==> src/rtl/hs_guard_pkg.sv <==
package hs_guard_pkg;

  typedef enum logic [2:0] {
    CH1_IDLE    = 3'd0,
    CH1_TEST    = 3'd1,
    CH1_ON      = 3'd2,
    CH1_OCLATCH = 3'd3,
    CH1_LKFAIL  = 3'd4
  } ch1State_t;

  // strobes from the sequencer to the timer datapath
  typedef struct packed {
    logic leakClr;
    logic leakRun;
    logic ocArm;
  } seqStrobes_t;

  // events from the timer datapath back to the sequencer
  typedef struct packed {
    logic leakDone;
    logic leakPass;
    logic ocTrip;
    logic ovPulse;
  } dpEvents_t;

endpackage

==> src/rtl/hs_guard_sync.sv <==
module hs_guard_sync #(
  parameter int WIDTH = 1
) (
  input  logic             clk,
  input  logic             rstN,
  input  logic [WIDTH-1:0] asyncIn,
  output logic [WIDTH-1:0] syncOut
);
  logic [WIDTH-1:0] stage1;

  always_ff @(posedge clk or negedge rstN) begin
    if (!rstN) begin
      stage1  <= '0;
      syncOut <= '0;
    end else begin
      stage1  <= asyncIn;
      syncOut <= stage1;
    end
  end
endmodule

==> src/rtl/hs_guard_dp.sv <==
module hs_guard_dp
  import hs_guard_pkg::*;
#(
  parameter int LEAK_CYC   = 8,
  parameter int OC_DET_CYC = 6,
  parameter int OV_DET_CYC = 5,
  parameter int OV_ACT_CYC = 12
) (
  input  logic        clk,
  input  logic        rstN,
  input  logic        ctrlRaw,
  input  logic        ocRaw,
  input  logic        ovRaw,
  input  logic        leakRaw,
  input  seqStrobes_t strobes,
  output logic        ctrlS,
  output dpEvents_t   events
);
  localparam int LEAK_W = $clog2(LEAK_CYC + 1);
  localparam int OC_W   = $clog2(OC_DET_CYC + 1);
  localparam int OVD_W  = $clog2(OV_DET_CYC + 1);
  localparam int OVA_W  = $clog2(OV_ACT_CYC + 1);
  localparam logic [LEAK_W-1:0] LEAK_LAST = LEAK_W'(LEAK_CYC - 1);
  localparam logic [OC_W-1:0]   OC_LAST   = OC_W'(OC_DET_CYC - 1);
  localparam logic [OVD_W-1:0]  OVD_LAST  = OVD_W'(OV_DET_CYC - 1);
  localparam logic [OVA_W-1:0]  OVA_LAST  = OVA_W'(OV_ACT_CYC - 1);

  logic ocS, ovS, leakS;
  logic [LEAK_W-1:0] leakCnt;
  logic [OC_W-1:0]   ocCnt;
  logic [OVD_W-1:0]  ovCnt;
  logic [OVA_W-1:0]  pulseCnt;
  logic              pulseOn;
  logic              ovQual;

  hs_guard_sync #(.WIDTH(4)) u_sync (
    .clk     (clk),
    .rstN    (rstN),
    .asyncIn ({ctrlRaw, ocRaw, ovRaw, leakRaw}),
    .syncOut ({ctrlS, ocS, ovS, leakS})
  );

  // leakage-test window timer
  always_ff @(posedge clk or negedge rstN) begin
    if (!rstN)                                 leakCnt <= '0;
    else if (strobes.leakClr)                  leakCnt <= '0;
    else if (strobes.leakRun && !events.leakDone) leakCnt <= leakCnt + 1'b1;
  end

  // over-current qualification: restarts whenever the flag drops
  always_ff @(posedge clk or negedge rstN) begin
    if (!rstN)                          ocCnt <= '0;
    else if (!(strobes.ocArm && ocS))   ocCnt <= '0;
    else if (!events.ocTrip)            ocCnt <= ocCnt + 1'b1;
  end

  // overvoltage qualification: held clear while a pulse runs
  always_ff @(posedge clk or negedge rstN) begin
    if (!rstN)                 ovCnt <= '0;
    else if (!ovS || pulseOn)  ovCnt <= '0;
    else if (!ovQual)          ovCnt <= ovCnt + 1'b1;
  end

  assign ovQual = ovS && !pulseOn && (ovCnt == OVD_LAST);

  // channel 2 forced pulse
  always_ff @(posedge clk or negedge rstN) begin
    if (!rstN) begin
      pulseOn  <= 1'b0;
      pulseCnt <= '0;
    end else if (ovQual) begin
      pulseOn  <= 1'b1;
      pulseCnt <= OVA_LAST;
    end else if (pulseOn) begin
      if (pulseCnt == '0) pulseOn <= 1'b0;
      else                pulseCnt <= pulseCnt - 1'b1;
    end
  end

  always_comb begin
    events.leakDone = strobes.leakRun && (leakCnt == LEAK_LAST);
    events.leakPass = leakS;
    events.ocTrip   = strobes.ocArm && ocS && (ocCnt == OC_LAST);
    events.ovPulse  = pulseOn;
  end
endmodule

==> src/rtl/hs_guard_ctl.sv <==
module hs_guard_ctl
  import hs_guard_pkg::*;
(
  input  logic        clk,
  input  logic        rstN,
  input  logic        ctrlS,
  input  logic        ch1En,
  input  dpEvents_t   events,
  output seqStrobes_t strobes,
  output logic        gate1,
  output logic        leakTestEn,
  output logic        ocLatched,
  output logic        leakFail
);
  ch1State_t state, stateNext;
  logic      req1;

  assign req1 = ctrlS && ch1En;

  always_ff @(posedge clk or negedge rstN) begin
    if (!rstN) state <= CH1_IDLE;
    else       state <= stateNext;
  end

  always_comb begin
    stateNext = state;
    unique case (state)
      CH1_IDLE:    if (req1) stateNext = CH1_TEST;
      CH1_TEST: begin
        if (!req1)                stateNext = CH1_IDLE;
        else if (events.leakDone) stateNext = events.leakPass ? CH1_ON : CH1_LKFAIL;
      end
      CH1_ON: begin
        if (!req1)               stateNext = CH1_IDLE;
        else if (events.ocTrip)  stateNext = CH1_OCLATCH;
      end
      CH1_OCLATCH: if (!ctrlS) stateNext = CH1_IDLE;
      CH1_LKFAIL:  if (!req1)  stateNext = CH1_IDLE;
      default:     stateNext = CH1_IDLE;
    endcase
  end

  always_comb begin
    strobes.leakClr = (state != CH1_TEST);
    strobes.leakRun = (state == CH1_TEST);
    strobes.ocArm   = (state == CH1_ON);
  end

  assign gate1      = (state == CH1_ON);
  assign leakTestEn = (state == CH1_TEST);
  assign ocLatched  = (state == CH1_OCLATCH);
  assign leakFail   = (state == CH1_LKFAIL);
endmodule

==> src/rtl/hs_switch_guard.sv <==
module hs_switch_guard
  import hs_guard_pkg::*;
#(
  parameter int LEAK_CYC   = 8,
  parameter int OC_DET_CYC = 6,
  parameter int OV_DET_CYC = 5,
  parameter int OV_ACT_CYC = 12
) (
  input  logic       clk,
  input  logic       rstN,
  input  logic       ctrlIn,
  input  logic       ch1En,
  input  logic       ch2En,
  input  logic       ocFlagIn,
  input  logic       ovFlagIn,
  input  logic       leakOkIn,
  output logic       gate1,
  output logic       gate2,
  output logic       leakTestEn,
  output logic [2:0] status
);
  seqStrobes_t strobes;
  dpEvents_t   events;
  logic        ctrlS;
  logic        ocLatched, leakFail;

  hs_guard_dp #(
    .LEAK_CYC  (LEAK_CYC),
    .OC_DET_CYC(OC_DET_CYC),
    .OV_DET_CYC(OV_DET_CYC),
    .OV_ACT_CYC(OV_ACT_CYC)
  ) u_dp (
    .clk     (clk),
    .rstN    (rstN),
    .ctrlRaw (ctrlIn),
    .ocRaw   (ocFlagIn),
    .ovRaw   (ovFlagIn),
    .leakRaw (leakOkIn),
    .strobes (strobes),
    .ctrlS   (ctrlS),
    .events  (events)
  );

  hs_guard_ctl u_ctl (
    .clk        (clk),
    .rstN       (rstN),
    .ctrlS      (ctrlS),
    .ch1En      (ch1En),
    .events     (events),
    .strobes    (strobes),
    .gate1      (gate1),
    .leakTestEn (leakTestEn),
    .ocLatched  (ocLatched),
    .leakFail   (leakFail)
  );

  assign gate2  = (ctrlS && ch2En) || events.ovPulse;
  assign status = {events.ovPulse, leakFail, ocLatched};
endmodule

==> config.mk <==
export PLATFORM = sky130hd
export DESIGN_NAME = hs_switch_guard
export DESIGN_NICKNAME = d
export VERILOG_FILES = /design/src/rtl/hs_guard_pkg.sv /design/src/rtl/hs_guard_sync.sv /design/src/rtl/hs_guard_dp.sv /design/src/rtl/hs_guard_ctl.sv /design/src/rtl/hs_switch_guard.sv
export SDC_FILE = /design/constraint.sdc
export NUM_CORES = 1
export LEC_CHECK = 0
export ABC_AREA = 0
export BUFFER_PORTS_ARGS = -buffer_cell sky130_fd_sc_hd__buf_2
export CAP_MARGIN = 20
export CORE_MARGIN = 4
export CORE_UTILIZATION = 25
export DETAILED_ROUTE_END_ITERATION = 8
export PLACE_DENSITY = 0.41
export SETUP_SLACK_MARGIN = 0.02
export SLEW_MARGIN = 20
export SYNTH_ARGS = -nofsm -noshare
export SYNTH_HDL_FRONTEND = slang
export SYNTH_SLANG_ARGS = --single-unit
==> constraint.sdc <==
create_clock -name clk -period 1.6 [get_ports clk]
set_clock_uncertainty 0.05 [all_clocks]
set_input_delay 0.16 -clock clk [delete_from_list [all_inputs] [get_ports clk]]
set_output_delay 0.16 -clock clk [all_outputs]
set_load 0.1 [all_outputs]
# ---- After elaboration in Yosys (flattened, before gate mapping)
# Cells that the tools add are included.
dict set report word_totals {
  in_bits 8
  register_bits 26
  out_inout_bits 6
  wordCells 68
}
dict set report op_classes {
  reduce_logical 19
  eq_ne 16
  muxes 21
  n_addsub 4
}
# op count
set ops {}
lappend ops {{2-to-1 mux 3 bit} 12}
lappend ops {{2-to-1 mux 4 bit} 5}
lappend ops {{case mux 3 bit (5 select lines)} 1}
lappend ops {{equality test 3 bit (second input constant)} 3}
lappend ops {{logical AND 1 bit} 8}
lappend ops {{inequality test 2 bit (second input constant)} 4}
lappend ops {{adder 3 x 1 -> 3 bit (second input constant)} 2}
lappend ops {{equality test 3 x 2 -> 1 bit (second input constant)} 2}
lappend ops {{inequality test 3 bit (second input constant)} 2}
lappend ops {{AND reduction 5 bit} 1}
lappend ops {{adder 4 x 1 -> 4 bit (second input constant)} 1}
lappend ops {{equality test 4 x 3 -> 1 bit (second input constant)} 1}
lappend ops {{logical NOT 4 bit} 1}
lappend ops {{inequality test 2 x 1 -> 1 bit (second input constant)} 2}
lappend ops {{nonzero test 2 bit} 2}
lappend ops {{subtractor 4 x 1 -> 4 bit (second input constant)} 1}
lappend ops {{equality test 3 x 1 -> 1 bit (second input constant)} 1}
lappend ops {{logical NOT 1 bit} 3}
lappend ops {{logical NOT 3 bit} 1}
lappend ops {{2-to-1 mux 1 bit} 3}
lappend ops {{inequality test 3 x 1 -> 1 bit (second input constant)} 1}
lappend ops {{logical OR 1 bit} 2}
lappend ops {{AND reduction 2 bit} 1}

# ---- Depth between registers and ports, before layout
dict set report logic_depth {
  word_depth 6
  depth_mapped 5
  mapped_depth_nobuf 5
}

# ---- Cells and area by module
# From an unflattened synthesis, not the netlist that was laid out.
dict set report hier_totals {
  cells_unflattened 121
  area_unflattened_um2 1281.2
}
# mod area_per_inst_um2 cells_per_inst instances
set modules_own_cells {}
lappend modules_own_cells {hs_guard_dp 785.8 81 1}
lappend modules_own_cells {hs_guard_ctl 272.8 29 1}
lappend modules_own_cells {hs_guard_sync 200.2 8 1}
lappend modules_own_cells {hs_switch_guard 22.5 3 1}

# ---- Least setup slack after synthesis
# Ideal clock, no wire load.
dict set report synth_timing {
  path_type {register -> register}
  startpoint {register u_ctl.state[1]}
  endpoint {register u_dp.ocCnt[1]}
  setup_slack_ns -1.815
  stages_incl_launch_ff 4
  t_arrival_ns 3.266
  setup_time_ns 0.098
  n_path_buf 0
  cell_sequence {dfrtp_1 -> nor3b_1 -> nand2_1 -> a211oi_1}
}
dict set report synth_via {
  elab_chain_cells 4
  word_cells_on_any_way 5
  cone_classes {eq/ne (2); mux (1); reduce/logical (2)}
}
# item line_no
set synth_lines {}
lappend synth_lines {{from (decl)} hs_guard_ctl.sv:15} ;# ch1State_t state, stateNext;
lappend synth_lines {{from (signal assigned)} hs_guard_ctl.sv:22} ;# else state <= stateNext;
lappend synth_lines {{equality test 3 x 2 -> 1 bit (*)} -}
lappend synth_lines {{named net gate1} hs_switch_guard.sv:17} ;# output logic gate1,
lappend synth_lines {{logical AND 1 bit (*)} {hs_guard_dp.sv:53, hs_guard_dp.sv:83}}
lappend synth_lines {{logical AND 1 bit} hs_guard_dp.sv:83} ;# events.ocTrip = strobes.ocArm && ocS && (ocCnt == OC_LAST);
lappend synth_lines {{inequality test 2 bit (no source line)} -}
lappend synth_lines {{to (signal assigned)} hs_guard_dp.sv:54} ;# else if (!events.ocTrip) ocCnt <= ocCnt + 1'b1;
lappend synth_lines {{to (decl)} hs_guard_dp.sv:30} ;# logic [OC_W-1:0] ocCnt;
# The timed path passes the listed nets; every way through them passes the cells marked *.
# A chain may end at the register's enable or synchronous reset.

# ---- Worst setup path in the final report
dict set report layout_timing {
  startpoint {register u_ctl.state[1]}
  endpoint {output leakTestEn}
}
dict set report layout_via {
  elab_chain_cells 1
}
# item line_no
set layout_lines {}
lappend layout_lines {{equality test 3 x 1 -> 1 bit} hs_guard_ctl.sv:50} ;# assign leakTestEn = (state == CH1_TEST);
lappend layout_lines {{to (decl)} hs_switch_guard.sv:19} ;# output logic leakTestEn,
# Every way passes these cells.

==> flow_metrics.py <==
metrics = {
    "critical_path": {
        "critPathKind": "flop to primary output",
        "start_kind": "flop",
        "critPathArrivalTime_ns": 1.34,
        "worst-path-max-fanout": 3,
        "r2r_setup_slack_ns": 0.14,
        "critPathRequiredTime_ns": 1.39,
        "crit_path_end_kind": "primary output",
    },
    "timing": {
        "hold_viol": 0,
        "finalCritPeriodShare_pct": 96.6,
        "min_period_ns": 1.55,
        "fmax_mhz": 647,
        "slew_viol_final": 0,
        "setup_viol_count_final": 0,
        "fin_tns_setup_ns": 0,
        "grt_setup_unrepaired": "true",
        "relSlewSlack_pct": 60.8,
        "worstMarginPinSlew_ns": 0.588,
    },
    "cts": {
        "cts_max_level": 1,
        "root_buffer": "clkbuf_8",
        "cts_tree": "yes",
        "clkLatencyLatePin_ns": 0.27,
        "numClockSinks": 26,
        "cts_buffers": 3,
        "clk_pin_slew_ns": 0.09,
        "cts_buffer_depth": 2,
    },
    "floorplanning": {
        "die_h_um": 76.4,
        "die_x_um": 76.4,
        "die-area_mm2": 0.00583,
        "rows": 24,
        "io_pins": 14,
        "start_util_pct": 26.3,
        "core_region_area_mm2": 0.00444,
    },
    "synth": {
        "yosys.area.top_type": "dfrtp_1",
        "yosys.area.top_type_share_pct": 55.7,
        "synth_seq_area_share_pct": 55.7,
        "synth_enable_flop_cells": 0,
        "ys_ff_latch": 26,
        "synth.cell_area_mm2": 0.00117,
        "yosys_warnings": 0,
        "async_flop_share_pct": 100,
        "synth_flop_cell": "dfrtp_1",
        "synthCells": 111,
        "syn_area_per_cell_um2": 10.5,
        "synth.area.top_cells": "dfrtp_1, ha_1, nor2_1",
        "synth_nets": 125,
        "synth_cell_types": 30,
    },
    "final_layout": {
        "layout_common_cells": "dfrtp_1, nor2_1, nand2_1, buf_2",
        "final_util_pct": 34.6,
        "drive_gt1_share_pct": 24.6,
        "nFillCells": 451,
        "seq_area_um2": 651,
        "design_area_mm2": 0.00154,
        "synthToLayoutAreaGrowth_pct": 31.6,
        "n_antenna_cell": 0,
        "final_common_cell": "dfrtp_1",
        "nNetsFinal": 149,
        "multi_input_comb_area_um2": 508,
    },
    "place": {
        "gp_congestion": 0.723,
        "io_buffer_count": 13,
        "dp_hpwl_mm": 1.54,
        "post_dp_cell_area_mm2": 0.00138,
    },
    "routing": {
        "vias_per_cell": 4.34,
        "drt_iter0_markers": 75,
        "route.detailed.drc": 0,
        "ant_nets": 0,
        "wl_per_cell_um": 11.3,
        "routed-via-count": 808,
        "drt_wl_total_mm": 2.10,
        "drt_pass1_iterations": 4,
    },
    "outcome": {
        "status": "completed",
    },
    "power_and_ir_drop": {
        "switchingPower_uw": 596,
        "ir_drop_uv": 565,
        "power.internal_mw": 1.28,
        "sw_frac_of_total_pct": 31.8,
        "seqPwrFrac_pct": 44.6,
        "p_clk_share_pct": 29.0,
        "p_comb_share_pct": 26.5,
        "power_density_mw_per_mm2": 1220,
        "power.leakage_nw": 0.708,
        "p_total_mw": 1.87,
    },
    "global_route": {
        "grt_pass1_wl_mm": 3.68,
        "grt-ovfl-total": 0,
        "antenna_found_initial": 0,
        "grtUsageTotal_pct": 7.84,
        "grt_pass1_vias": 782,
        "grt_max_degree": 27,
    },
    "run": {
        "cap_violations": 0,
    },
    "hold_path": {
        "hp-class": "input port to flop",
    },
}
-- routing by layer --
| metal | part of all wire [%] | wire length [um] | GRT usage [%] |
|---|---|---|---|
| met5 | 0 | 0 | 0 |
| met4 | 1.0 | 21 | 2.17 |
| met3 | 5.4 | 113 | 3.31 |
| met2 | 43 | 909 | 11.2 |
| met1 | 50 | 1050 | 10.8 |
-- final timing paths --
path / cells past startpoint / start / to
max: 3 / u_ctl.state[1] / leakTestEn
min: 3 / ch1En / u_ctl.state[2]
max reg2reg: 5 / u_dp.pulseCnt[1] / u_dp.pulseCnt[1]
min reg2reg: 0 / u_dp.u_sync.stage1[1] / u_dp.u_sync.syncOut[1]
max in group asynchronous: 2 / rstN / u_dp.pulseCnt[2]
min in group asynchronous: 2 / rstN / u_ctl.state[0]
-- power by group through the flow --
stage | registers [mW] | logic, mW | clock network, mW
floorplan | 0.830 | 0.364 | 0
global placement | 0.843 | 0.432 | 0
detailed placement | 0.847 | 0.451 | 0
CTS | 0.830 | 0.488 | 0.565
global route | 0.852 | 0.550 | 0.600
finish | 0.835 | 0.496 | 0.542
-- area by class of cell --
class,count,share of cell area (%)
multi-input combinational,74,33.0
inverter,7,1.95
clock inverter,1,1.95
sequential,26,42.3
clock buffer,3,2.69
tap,52,4.23
timing repair buffer,23,13.8
-- state kept, by name, indices dropped and copies added, names as in the netlist --
| name | flops |
|---|---|
| u_ctl.state | 3 |
| u_dp.leakCnt | 4 |
| u_dp.ocCnt | 3 |
| u_dp.ovCnt | 3 |
| u_dp.pulseCnt | 4 |
| u_dp.pulseOn | 1 |
| u_dp.u_sync.stage1 | 4 |
| u_dp.u_sync.syncOut | 4 |
-- logic make-up (layout without fill, tap and decap cells) --
family | after synthesis | after routing | share of synthesized area, %
flip-flops | 26 | 26 | 55.7
multiplexers | 3 | 3 | 2.57
adder cells (fa/ha/maj) | 6 | 6 | 6.42
AND/OR/NAND/NOR | 47 | 47 | 20.2
XOR/XNOR | 3 | 3 | 2.25
AO/OA/AOI/OAI | 15 | 15 | 8.24
buffers and inverters | 11 | 34 | 4.60
-- metrics by stage --
| step | worst slack, ns | hold WS [ns] | instances |
|---|---|---|---|
| after floorplan | -0.230 | -0.186 | 111 |
| after global placement | 0.0660 | 0.150 | 176 |
| after detailed placement | 0.0159 | 0.162 | 176 |
| after CTS | 0.0327 | 0.0807 | 186 |
| after global routing | 0.0111 | 0.0842 | 186 |
| final | 0.0541 | 0.0879 | 186 |
-- worst max-delay path, stage by stage, from the launching register on --
cell        delay, ns
dfrtp_1          0.39
or3b_4           0.42
clkinvlp_4       0.09
buf_12           0.16
-- cell usage after synthesis, types with 2 or more instances --
master,instances
nand3_1,5
inv_1,7
buf_4,3
dfrtp_1,26
ha_1,6
a211oi_1,2
a21oi_1,5
nand2_1,10
o21ai_0,3
xnor2_1,3
nor3_1,3
nor2_1,16
nand2b_1,3
mux2i_1,3
-- repair_timing --
| action | CTS | global route |
|---|---|---|
| hold endpoints to repair | 30 | 0 |
| setup endpoints to repair | 5 | 6 |
| resized for setup | 3 | 5 |
| pin swaps | 0 | 3 |
| setup buffers | 1 | 0 |
| hold buffers | 5 | 0 |
(Power assumes the default switching activity.)
